<file path="config.mk">
export PLATFORM = sky130hd
export DESIGN_NAME = blkmem_seq
export DESIGN_NICKNAME = d
export VERILOG_FILES = /design/src/rtl/blkmem_pkg.sv /design/src/rtl/blkmem_ea.sv /design/src/rtl/blkmem_fault.sv /design/src/rtl/blkmem_tag.sv /design/src/rtl/blkmem_seq.sv
export SDC_FILE = /design/constraint.sdc
export NUM_CORES = 1
export LEC_CHECK = 0
export BUFFER_PORTS_ARGS = -buffer_cell sky130_fd_sc_hd__buf_2
export CAP_MARGIN = 20
export CORE_UTILIZATION = 34
export CTS_CLUSTER_SIZE = 20
export DETAILED_ROUTE_END_ITERATION = 16
export HOLD_SLACK_MARGIN = 0.12
export PLACE_DENSITY = 0.67
export SETUP_SLACK_MARGIN = 0.02
export SYNTH_ARGS = -nofsm -noshare
export SYNTH_HDL_FRONTEND = slang
export SYNTH_HIERARCHICAL = 1
export SYNTH_SLANG_ARGS = --single-unit
</file>
<file path="constraint.sdc">
create_clock -name clk -period 10.7 [get_ports clk]
set_clock_uncertainty 0.05 [all_clocks]
set_input_delay 3.21 -clock clk [delete_from_list [all_inputs] [get_ports clk]]
set_output_delay 3.21 -clock clk [all_outputs]
set_load 0.01 [all_outputs]
</file>
<file path="src/rtl/blkmem_pkg.sv">
package blkmem_pkg;
  typedef enum logic [1:0] {
    FLT_NONE  = 2'd0,
    FLT_PRIV  = 2'd1,
    FLT_ALIGN = 2'd2
  } flt_e;

  typedef enum logic {
    ST_IDLE = 1'b0,
    ST_RUN  = 1'b1
  } st_e;
endpackage

</file>
<file path="src/rtl/blkmem_ea.sv">
module blkmem_ea #(
  parameter int ADDR_W = 32,
  parameter int IMM_W  = 13
) (
  input  logic [ADDR_W-1:0] base_a,
  input  logic [ADDR_W-1:0] base_b,
  input  logic [IMM_W-1:0]  imm,
  input  logic              use_imm,
  output logic [ADDR_W-1:0] ea
);
  localparam int EXT_W = ADDR_W - IMM_W;

  logic [ADDR_W-1:0] imm_sx;
  logic [ADDR_W-1:0] addend;

  generate
    if (EXT_W > 0) begin : g_ext
      assign imm_sx = {{EXT_W{imm[IMM_W-1]}}, imm};
    end else begin : g_trunc
      assign imm_sx = imm[ADDR_W-1:0];
    end
  endgenerate

  assign addend = use_imm ? imm_sx : base_b;
  assign ea     = base_a + addend;
endmodule

</file>
<file path="src/rtl/blkmem_fault.sv">
module blkmem_fault
  import blkmem_pkg::*;
#(
  parameter int ADDR_W     = 32,
  parameter int ALIGN_BITS = 6
) (
  input  logic [ADDR_W-1:0] ea,
  input  logic              priv_mode,
  input  logic              asi_restricted,
  output flt_e              code
);
  // later checks overwrite earlier ones: alignment has top priority
  always_comb begin
    code = FLT_NONE;
    if (asi_restricted && !priv_mode) code = FLT_PRIV;
    if (|ea[ALIGN_BITS-1:0])          code = FLT_ALIGN;
  end
endmodule

</file>
<file path="src/rtl/blkmem_tag.sv">
module blkmem_tag #(
  parameter int BEATS = 8,
  parameter int CNT_W = 3
) (
  input  logic [CNT_W-1:0] beat,
  output logic             first,
  output logic             last,
  output logic             dcommit
);
  localparam logic [CNT_W-1:0] LAST_IDX = CNT_W'(BEATS - 1);

  generate
    if (BEATS == 1) begin : g_single
      assign first   = 1'b1;
      assign last    = 1'b1;
      assign dcommit = 1'b0;
    end else begin : g_multi
      assign first   = (beat == '0);
      assign last    = (beat == LAST_IDX);
      assign dcommit = !last;
    end
  endgenerate
endmodule

</file>
<file path="src/rtl/blkmem_seq.sv">
module blkmem_seq
  import blkmem_pkg::*;
#(
  parameter int ADDR_W     = 32,
  parameter int IMM_W      = 13,
  parameter int REG_W      = 6,
  parameter int BEATS      = 8,
  parameter int BEAT_BYTES = 8
) (
  input  logic              clk,
  input  logic              rst_n,
  input  logic              cmd_valid,
  output logic              cmd_ready,
  input  logic              cmd_store,
  input  logic              cmd_use_imm,
  input  logic [ADDR_W-1:0] cmd_base_a,
  input  logic [ADDR_W-1:0] cmd_base_b,
  input  logic [IMM_W-1:0]  cmd_imm,
  input  logic [REG_W-1:0]  cmd_rd,
  input  logic              priv_mode,
  input  logic              asi_restricted,
  output logic              req_valid,
  input  logic              req_ready,
  output logic [ADDR_W-1:0] req_addr,
  output logic              req_store,
  output logic [REG_W-1:0]  req_reg,
  output logic              req_first,
  output logic              req_last,
  output logic              req_dcommit,
  output logic              done,
  output logic              fault_valid,
  output logic [1:0]        fault_code
);
  localparam int CNT_W      = (BEATS > 1) ? $clog2(BEATS) : 1;
  localparam int BYTE_SH    = $clog2(BEAT_BYTES);
  localparam int ALIGN_BITS = $clog2(BEATS * BEAT_BYTES);

  st_e               st_q;
  logic [CNT_W-1:0]  beat_q;
  logic [ADDR_W-1:0] ea_q;
  logic [REG_W-1:0]  rd_q;
  logic              store_q;
  logic              done_q;
  logic              fv_q;
  flt_e              fc_q;

  logic [ADDR_W-1:0] ea_new;
  flt_e              flt_new;
  logic              accept;
  logic              take;

  blkmem_ea #(.ADDR_W(ADDR_W), .IMM_W(IMM_W)) u_ea (
    .base_a  (cmd_base_a),
    .base_b  (cmd_base_b),
    .imm     (cmd_imm),
    .use_imm (cmd_use_imm),
    .ea      (ea_new)
  );

  blkmem_fault #(.ADDR_W(ADDR_W), .ALIGN_BITS(ALIGN_BITS)) u_fault (
    .ea             (ea_new),
    .priv_mode      (priv_mode),
    .asi_restricted (asi_restricted),
    .code           (flt_new)
  );

  blkmem_tag #(.BEATS(BEATS), .CNT_W(CNT_W)) u_tag (
    .beat    (beat_q),
    .first   (req_first),
    .last    (req_last),
    .dcommit (req_dcommit)
  );

  assign cmd_ready = (st_q == ST_IDLE);
  assign req_valid = (st_q == ST_RUN);
  assign accept    = cmd_valid && cmd_ready;
  assign take      = req_valid && req_ready;

  assign req_addr  = ea_q + (ADDR_W'(beat_q) << BYTE_SH);
  assign req_reg   = rd_q + REG_W'(beat_q);
  assign req_store = store_q;

  assign done        = done_q;
  assign fault_valid = fv_q;
  assign fault_code  = fv_q ? fc_q : FLT_NONE;

  always_ff @(posedge clk) begin
    if (!rst_n) begin
      st_q    <= ST_IDLE;
      beat_q  <= '0;
      ea_q    <= '0;
      rd_q    <= '0;
      store_q <= 1'b0;
      done_q  <= 1'b0;
      fv_q    <= 1'b0;
      fc_q    <= FLT_NONE;
    end else begin
      done_q <= 1'b0;
      fv_q   <= 1'b0;
      unique case (st_q)
        ST_IDLE: begin
          if (accept) begin
            ea_q    <= ea_new;
            rd_q    <= cmd_rd;
            store_q <= cmd_store;
            beat_q  <= '0;
            fc_q    <= flt_new;
            if (flt_new != FLT_NONE) begin
              fv_q <= 1'b1;
            end else begin
              st_q <= ST_RUN;
            end
          end
        end
        ST_RUN: begin
          if (take) begin
            if (req_last) begin
              st_q   <= ST_IDLE;
              done_q <= 1'b1;
            end else begin
              beat_q <= beat_q + 1'b1;
            end
          end
        end
        default: st_q <= ST_IDLE;
      endcase
    end
  end
endmodule

</file>
==> metrics.md, run 1 <==
| Metric | Value |
|---|---|
| Syn nets | `658` |
| Fin crit share | `between 50% and 60%` |
| Worst-Margin Slew | `approximately 560 ps` |
| Async SR Flop Fraction | `0%` |
| Die area | `between 0.01 and 0.015 mm²` |
| Netlist Area Pre-Place | `0.004405 mm²` |
| Gr ovfl total | `0` |
| Detail-routed via count per cell | `5.190` |
| Top FF cell, synth | `dfxtp_1` |
| Achievable Freq | `~0.16 GHz` |
| Number of flops mapped to enable cells by yosys | `0` |
| Kind of critical path | `input port to flip-flop` |
| Worst-Skew Late Latency | `290 ps` |
| Worst VDD drop | `~0.07 mV` |
| CP Launch Type | `input port` |
| GPL Wtd Cong | `0.8509` |
| Largest family of logic cells by synthesized area | `compound AO/OA/AOI/OAI gates` |
| Setup Total Neg Slack | `0 ps` |
| Hold endpoint | `ea_q[1]$_SDFFE_PN0P_` |
| Clk sink count | `47` |
| Worst-path clk slew | `around 70 ps` |
| Core area | `between 0.01 and 0.015 mm²` |
| Post-Synth XOR/XNOR Area | `between 10% and 20%` |
| Final Hold Fails | `0` |
| Adder-cell share of the synthesized area | `12.16%` |
| Cell taking the most area after synthesis | `dfxtp_1` |
| Initial core utilization | `between 30% and 40%` |
| ANT cells | `0` |
| Worst reg-to-reg setup slack | `between 9000 and 10000 ps` |
| Final min period | `6242 ps` |
| WL final | `11690 µm` |
| Post-synthesis cell count | `between 500 and 600` |
| Post_cts resized | `0` |
| Num rows | `41` |
| Iteration-0 DRC Markers | `between 150 and 200` |
| Arrival @ worst endpoint | `roughly 6400 ps` |
| PD cells | `118.3 mW/mm²` |
| Drt wl/cell | `14.36 µm` |
| Critical-path cell list | `buf_2, mux2_2, ha_1, fa_1, a21oi_1, o22ai_1, nor2_1, o211ai_1, o21ai_0, nand2_1, o311a_1, a22o_1` |
| R2R Path End | `beat_q[1]$_SDFFE_PN0P_` |
| Synth Area in Compound Gates | `between 20% and 30%` |
| Synth warn | `6` |
| Min-delay src | `ea_q[1]$_SDFFE_PN0P_` |
| Residual DRC | `0` |
| Hold path depth | `1` |
| Initial antenna violation count | `0` |
| RSZ-0062 raised after global routing | `false` |
| Synth cell types | `67` |
| Clk root buf | `clkbuf_16` |
| Nets@finish | `~770` |
| Slew Limit Fails | `0` |
| Sequential cell area fraction in the yosys report | `between 20% and 30%` |
| Leak | `0.002617 µW` |
| GR Util All Layers | `between 15 and 20%` |
| Setup-failing EPs final | `0` |
| Htree depth | `2` |
| Pre-Repair DR Iteration Count | `5` |
| Multi-input gate area in the final layout | `0.003197 mm²` |
| # hold bufs at CTS | `0` |
| Hold Path Class | `flip-flop to flip-flop` |
| Share of post-route cells with drive strength above 1 | `28.19%` |
| Placed Area | `between 0.005 and 0.006 mm²` |
| Synthesis-to-layout area growth | `21.73%` |
| Setup crit end kind | `flip-flop` |
| Critical Path RT | `roughly 11000 ps` |
| Share of Yosys cell area claimed by the top area cell type | `between 20% and 30%` |
| Vias post-DR | `4225` |
| CP max stage delay | `roughly 450 ps` |
| Die Span Y | `115.8 µm` |
| Setup Buffers After CTS | `0` |
| CTS tree | `done` |
| Antenna viol nets, final | `0` |
| Die Wd | `115.8 µm` |
| Outcome | `finished, final reports clean` |
| Rel. slew slack | `62.71%` |
| Reg2Reg Depth | `5` |
| Flops & latches, synth | `47` |
| Fillers | `roughly 1300` |
| Clock buffer depth | `2` |
| Mean post-synth cell area | `between 8 and 9 µm²` |
| I/O Pins | `about 140` |
| Buffers added on ports | `~140` |
| Largest net degree at the start of global routing | `44` |
| Synth area leaders | `dfxtp_1 (21%), ha_1 (11%), xnor2_1 (8.3%)` |
| Commonest cells in the netlist | `dfxtp_1 (47), xnor2_1 (42), a22o_1 (41)` |
| Reg2Reg Launch Point | `beat_q[1]$_SDFFE_PN0P_` |
| Vias in the first global route | `slightly above 4000` |
| Max Cap Viol | `0` |
| Synth Area in Simple Gates | `~16%` |
| Critical path's slowest cell | `buf_2` |
| First-pass GRT wire length | `between 15000 and 20000 µm` |
| Cts bufs inserted | `5` |
| Critical path peak fanout | `33` |
| Mux contribution to synthesized area | `3.522%` |
| Top-count cell post-synth | `dfxtp_1` |
| Finished Cell Area | `about 0.0054 mm²` |
| FF+latch area | `940.9 µm²` |
| Post-DP HPWL | `approximately 9500 µm` |
==> logic make-up (layout without fill, tap and decap cells) <==
group / after synthesis / after routing
XOR/XNOR: 60 / 60
adder cells (fa/ha/maj): 41 / 41
buffers and inverters: 63 / 179
AND/OR/NAND/NOR: 126 / 126
flip-flops: 47 / 47
AO/OA/AOI/OAI: 175 / 175
multiplexers: 14 / 14
==> worst max-delay path: cells and delay by family <==
family	cells	cell delay, ps
muxes	1	410
buffers and inverters	1	450
adders and majority gates	2	630
and+or+nand+nor	2	350
AOI/OAI and AO/OA	6	1320
==> metal layers <==
metal	track usage (%)	vias to the layer above	part of all wire (%)
met2	30.36	105	47
met1	21.87	1949	47
met5	0	-	0
li1	-	2157	-
met3	2.040	14	4.1
met4	5.214	0	1.5
==> worst max-delay path by stage <==
stage,start,end,cells past startpoint
after floorplan,cmd_use_imm,ea_q[29]$_SDFFE_PN0P_,12
after global placement,cmd_use_imm,ea_q[28]$_SDFFE_PN0P_,12
after detailed placement,cmd_use_imm,ea_q[29]$_SDFFE_PN0P_,12
after CTS,cmd_use_imm,ea_q[28]$_SDFFE_PN0P_,12
after global routing,cmd_use_imm,ea_q[29]$_SDFFE_PN0P_,12
final,cmd_use_imm,ea_q[28]$_SDFFE_PN0P_,12
==> power breakdown <==
group	switching, µW	internal [µW]
Combinational	129	112
Sequential	20.8	193
Clock	67.6	111
Total	218	417
==> cells in the final DEF (no fill, tap or decap), types with 2 or more instances in the layout <==
master,n
buf_2,138
dfxtp_1,47
xnor2_1,42
a22o_1,41
ha_1,38
nand2_1,37
a21oi_1,36
o21ai_0,31
inv_1,30
a21o_1,21
xor2_1,17
nand3_1,15
nand4_1,13
nor2_1,12
mux2_2,12
and3_1,10
and4_1,7
o211ai_1,7
and2_1,6
nor3_1,6
nor2b_1,5
clkbuf_16,5
o21bai_1,5
a21boi_0,4
fa_1,3
o21a_1,3
a31oi_1,3
a211oi_1,2
nor3b_2,2
mux2i_1,2
buf_4,2
o21ai_1,2
or2_2,2
==> per-stage QoR <==
stage | setup WS (ps) | hold WS [ps] | utilization [%] | cells | power, µW
detailed placement | 4159 | 422.3 | 40.98 | 805 | 458.3
global route | 4177 | 445.1 | 42.49 | 814 | 673.4
floorplan | 4701 | 390.5 | - | 526 | 384.3
CTS | 4452 | 436.3 | 42.34 | 813 | 638.3
global placement | 4260 | 412.6 | 40.98 | 805 | 454.9
finish | 4458 | 433.7 | 42.49 | 814 | 634.3
==> layout make-up <==
cell class	instances	area share (%)
multi-input cells	416	59.61
well taps	172	4.013
flip-flops and latches	47	17.55
clock buffers	5	2.333
inverters	30	2.100
repair buffers	141	13.53
clock inverters	3	0.8633
==> registers in the layout (all words and copies together), names as in the netlist <==
register     flops
beat_q           3
done             1
ea_q            32
fault_valid      1
fc_q             2
rd_q             6
req_store        1
req_valid        1
Note: power is estimated with default switching activity, not from simulation.
==> run 2, diff against run 1 <==
Settings changed: ABC_AREA from default to 1, PLACE_DENSITY 0.67 to 0.65.
Clock period 10.7 ns to 5.8 ns, I/O delays scaled along.
==> run 2 against run 1 <==
  * Via count grew 40%
  * Flip-flop and latch count is the same
  * Wire length grew 27%
  * Register-to-register slack lost 5100 ps
  * Area after synthesis grew 24%
  * Worst setup slack lost 2800 ps
  * Die area grew 23%
==> metrics.md, run 2 <==
| Metric | Value |
|---|---|
| Max Cap Viol | `0 (unchanged)` |
| ANT cells | `0 (unchanged)` |
| Die area | `0.01656 mm² (+23%)` |
| CP Launch Type | `input port` |
| Highest routing layer actually used | `met4` |
| Async SR Flop Fraction | `0% (unchanged)` |
| Synth area leaders | `nand2_1 (23%), dfxtp_1 (17%), inv_1 (12%)` |
| Post-layout util | `41.85% (-0.65 points)` |
| Final min period | `around 4100 ps` |
| Leak | `0.003741 µW (+43%)` |
| Achievable Freq | `0.2423 GHz` |
| Rel. slew slack | `54.63% (-8.1 points)` |
| GR Util All Layers | `18.77% (+1.6 points)` |
| Setup Total Neg Slack | `0 ps (unchanged)` |
| Core area | `0.01543 mm² (+22%)` |
| Max reg flops | `32 (unchanged)` |
| Biggest register | `ea_q` |
| Critical-path cell list | `buf_2, mux2_2, ha_1, fa_1, nand3_1, nand3_1, nand2_1, nand2_2, nand2_1, nand2_2, nand2_1, nand2_1, nand2_1, nand2_1, nand3_1, o21ai_0` |
| Setup-failing EPs final | `0 (unchanged)` |
| Mean post-synth cell area | `5.585 µm² (-33%)` |
| CP max stage delay | `440 ps (about the same)` |
| Clk sink count | `47 (unchanged)` |
| Kind of critical path | `input port to flip-flop` |
| Htree depth | `2 (unchanged)` |
| Post-DP HPWL | `12820 µm (+35%)` |
| Hold Path Class | `flip-flop to flip-flop` |
| Adder-cell share of the synthesized area | `9.814% (-2.3 points)` |
| Met2 WL | `6362 µm (+15%)` |
| Share of Yosys cell area claimed by the top area cell type | `22.63% (+1.3 points)` |
| First-pass GRT wire length | `25100 µm (+34%)` |
| Detail-routed via count per cell | `4.503 (-13%)` |
| Initial antenna violation count | `0 (unchanged)` |
| Slew Limit Fails | `0 (unchanged)` |
| Die Wd | `128.7 µm (+11%)` |
| Fin crit share | `71.17%` |
| Cts bufs inserted | `5 (unchanged)` |
| Outcome | `finished, final reports clean` |
| Pre-Repair DR Iteration Count | `5 (unchanged)` |
| Clock buffer depth | `2 (unchanged)` |
| Synth Area in Simple Gates | `42.56% (+27 points)` |
| Commonest cells in the netlist | `nand2_1 (329), inv_1 (174), nor2_1 (119)` |
| Final Hold Fails | `0 (unchanged)` |
| Syn nets | `1109 (+69%)` |
| Nets@finish | `1233 (+60%)` |
| Met1 wire length | `7619 µm (+39%)` |
| Worst-Margin Slew | `679.0 ps (+119.6 ps)` |
| Cell mode on critical path | `nand2_1` |
| Iteration-0 DRC Markers | `263 (+38%)` |
| Num rows | `45 (+9.8%)` |
| RSZ-0062 raised after global routing | `false` |
| Top-count cell post-synth | `nand2_1` |
| Worst-path clk slew | `60 ps (about the same)` |
| Top FF cell, synth | `dfxtp_1` |
| Critical Path RT | `5890 ps (-4940 ps)` |
| Flops & latches, synth | `47 (unchanged)` |
| Post-synthesis cell count | `977 (+86%)` |
| Drt wl/cell | `11.31 µm (-21%)` |
| Final Power | `1161 µW (+83%)` |
| CTS tree | `done` |
| Share of post-route cells with drive strength above 1 | `16.88% (-11 points)` |
| WL final | `14850 µm (+27%)` |
| Pre-CTS WS | `1363 ps (-2796 ps)` |
| Buffers added on ports | `138 (unchanged)` |
| Critical path's slowest cell | `fa_1` |
| Synth Area in Compound Gates | `8.461% (-20 points)` |
| Biggest regs | `ea_q: 32 flops, rd_q: 6 flops, beat_q: 3 flops` |
| Hold slack | `432.0 ps (-1.724 ps)` |
| Metal3 WL | `713 µm (+47%)` |
| Setup crit end kind | `flip-flop` |
| Post_cts resized | `0 (unchanged)` |
| Synth warn | `6 (unchanged)` |
| Setup Buffers After CTS | `0 (unchanged)` |
| GPL Wtd Cong | `0.9260 (+8.8%)` |
| Netlist Area Pre-Place | `0.005456 mm² (+24%)` |
| Cell taking the most area after synthesis | `nand2_1` |
| Worst VDD drop | `0.09365 mV (+31%)` |
| Post-Synth XOR/XNOR Area | `5.457% (-6.6 points)` |
| Vias in the first global route | `5428 (+35%)` |
| Most frequent cells in the layout | `nand2_1 (329), inv_1 (174), buf_2 (138), nor2_1 (119), nand3_1 (68)` |
| Mux contribution to synthesized area | `2.476% (-1.0 points)` |
| Most common cell after layout, fill and taps aside | `nand2_1` |
| # hold bufs at CTS | `0 (unchanged)` |
| Residual DRC | `0 (unchanged)` |
| Largest net degree at the start of global routing | `44 (unchanged)` |
| Gr ovfl total | `0 (unchanged)` |
| Synth cell types | `34 (-49%)` |
| I/O Pins | `139 (unchanged)` |
| Arrival @ worst endpoint | `4220 ps (-2160 ps)` |
| Setup ws final | `1672 ps (-2786 ps)` |
| PD cells | `179.9 mW/mm² (+52%)` |
| Critical path peak fanout | `33 (unchanged)` |
| Vias post-DR | `5912 (+40%)` |
| Sequential cell area fraction in the yosys report | `17.24% (-4.1 points)` |
| Die Span Y | `128.7 µm (+11%)` |
| Clk root buf | `clkbuf_16` |
| Initial core utilization | `35.37% (+0.46 points)` |
| Largest family of logic cells by synthesized area | `simple AND/OR/NAND/NOR gates` |
| Worst-Skew Late Latency | `280 ps (about the same)` |
| Antenna viol nets, final | `0 (unchanged)` |
| Synthesis-to-layout area growth | `18.32%` |
| Number of flops mapped to enable cells by yosys | `0 (unchanged)` |
run 2: cell types whose count changed after synthesis, moves of 16 or more:
cell,delta
nand2_1,+292
inv_1,+144
nor2_1,+107
nand3_1,+53
a22o_1,-41
xnor2_1,-41
o21ai_0,+26
a21o_1,-20
xor2_1,+16
run 2: routing by layer:
metal / GRT usage, % / vias to the layer above
li1: - / 3232
met1: 26.59 / 2512
met2: 30.56 / 157
met3: 1.622 / 11
met4: 4.637 / 0
met5: 0 / -
run 2: layout make-up:
type                            count  area (µm²)
Timing Repair Buffer              138       690.7
Fill cell                        1756        8971
Inverter                          177       664.4
Sequential cell                    47       940.9
Tap cell                          211       264.0
Clock inverter                      3       18.77
Multi-Input combinational cell    732        3752
Clock buffer                        5       125.1
run 2: final timing paths:
kind                                         endpoint                 start  cells past startpoint  slack [ps]
worst max-delay path            ea_q[20]$_SDFFE_PN0P_           cmd_use_imm                     16        1670
worst min-delay path             ea_q[0]$_SDFFE_PN0P_  ea_q[0]$_SDFFE_PN0P_                      2         430
worst min register to register   ea_q[0]$_SDFFE_PN0P_  ea_q[0]$_SDFFE_PN0P_                      2         430
worst max register to register  ea_q[20]$_SDFFE_PN0P_  req_valid$_SDFF_PN0_                      4        4100
run 2: logic make-up after synthesis:
family / Yosys count
compound gates: 90
xor+xnor: 34
fa+ha+maj: 41
buf+inv: 198
flops: 47
mux: 12
simple gates: 555
run 2: through the flow:
stage / instance area, µm² / std cells
5_1_grt: 6456 / 1313
6_report: 6456 / 1313
3_5_place_dp: 6312 / 1305
2_1_floorplan: 5456 / 977
4_1_cts: 6456 / 1313
3_3_place_gp: 6312 / 1305
run 2: critical path, delay by kind of cell:
family | cells | cell delay, ps
buffers and inverters | 1 | 420
AND/OR/NAND/NOR | 11 | 860
adder cells (fa/ha/maj) | 2 | 670
multiplexers | 1 | 410
AO/OA/AOI/OAI | 1 | 100
run 2: power breakdown:
group	total (µW)	internal (µW)	leakage (µW)	switching (µW)
clock	282	160	0.0000740	123
sequential	386	354	0.000388	32.2
combinational	493	184	0.00328	309
total	1160	697	0.00374	464
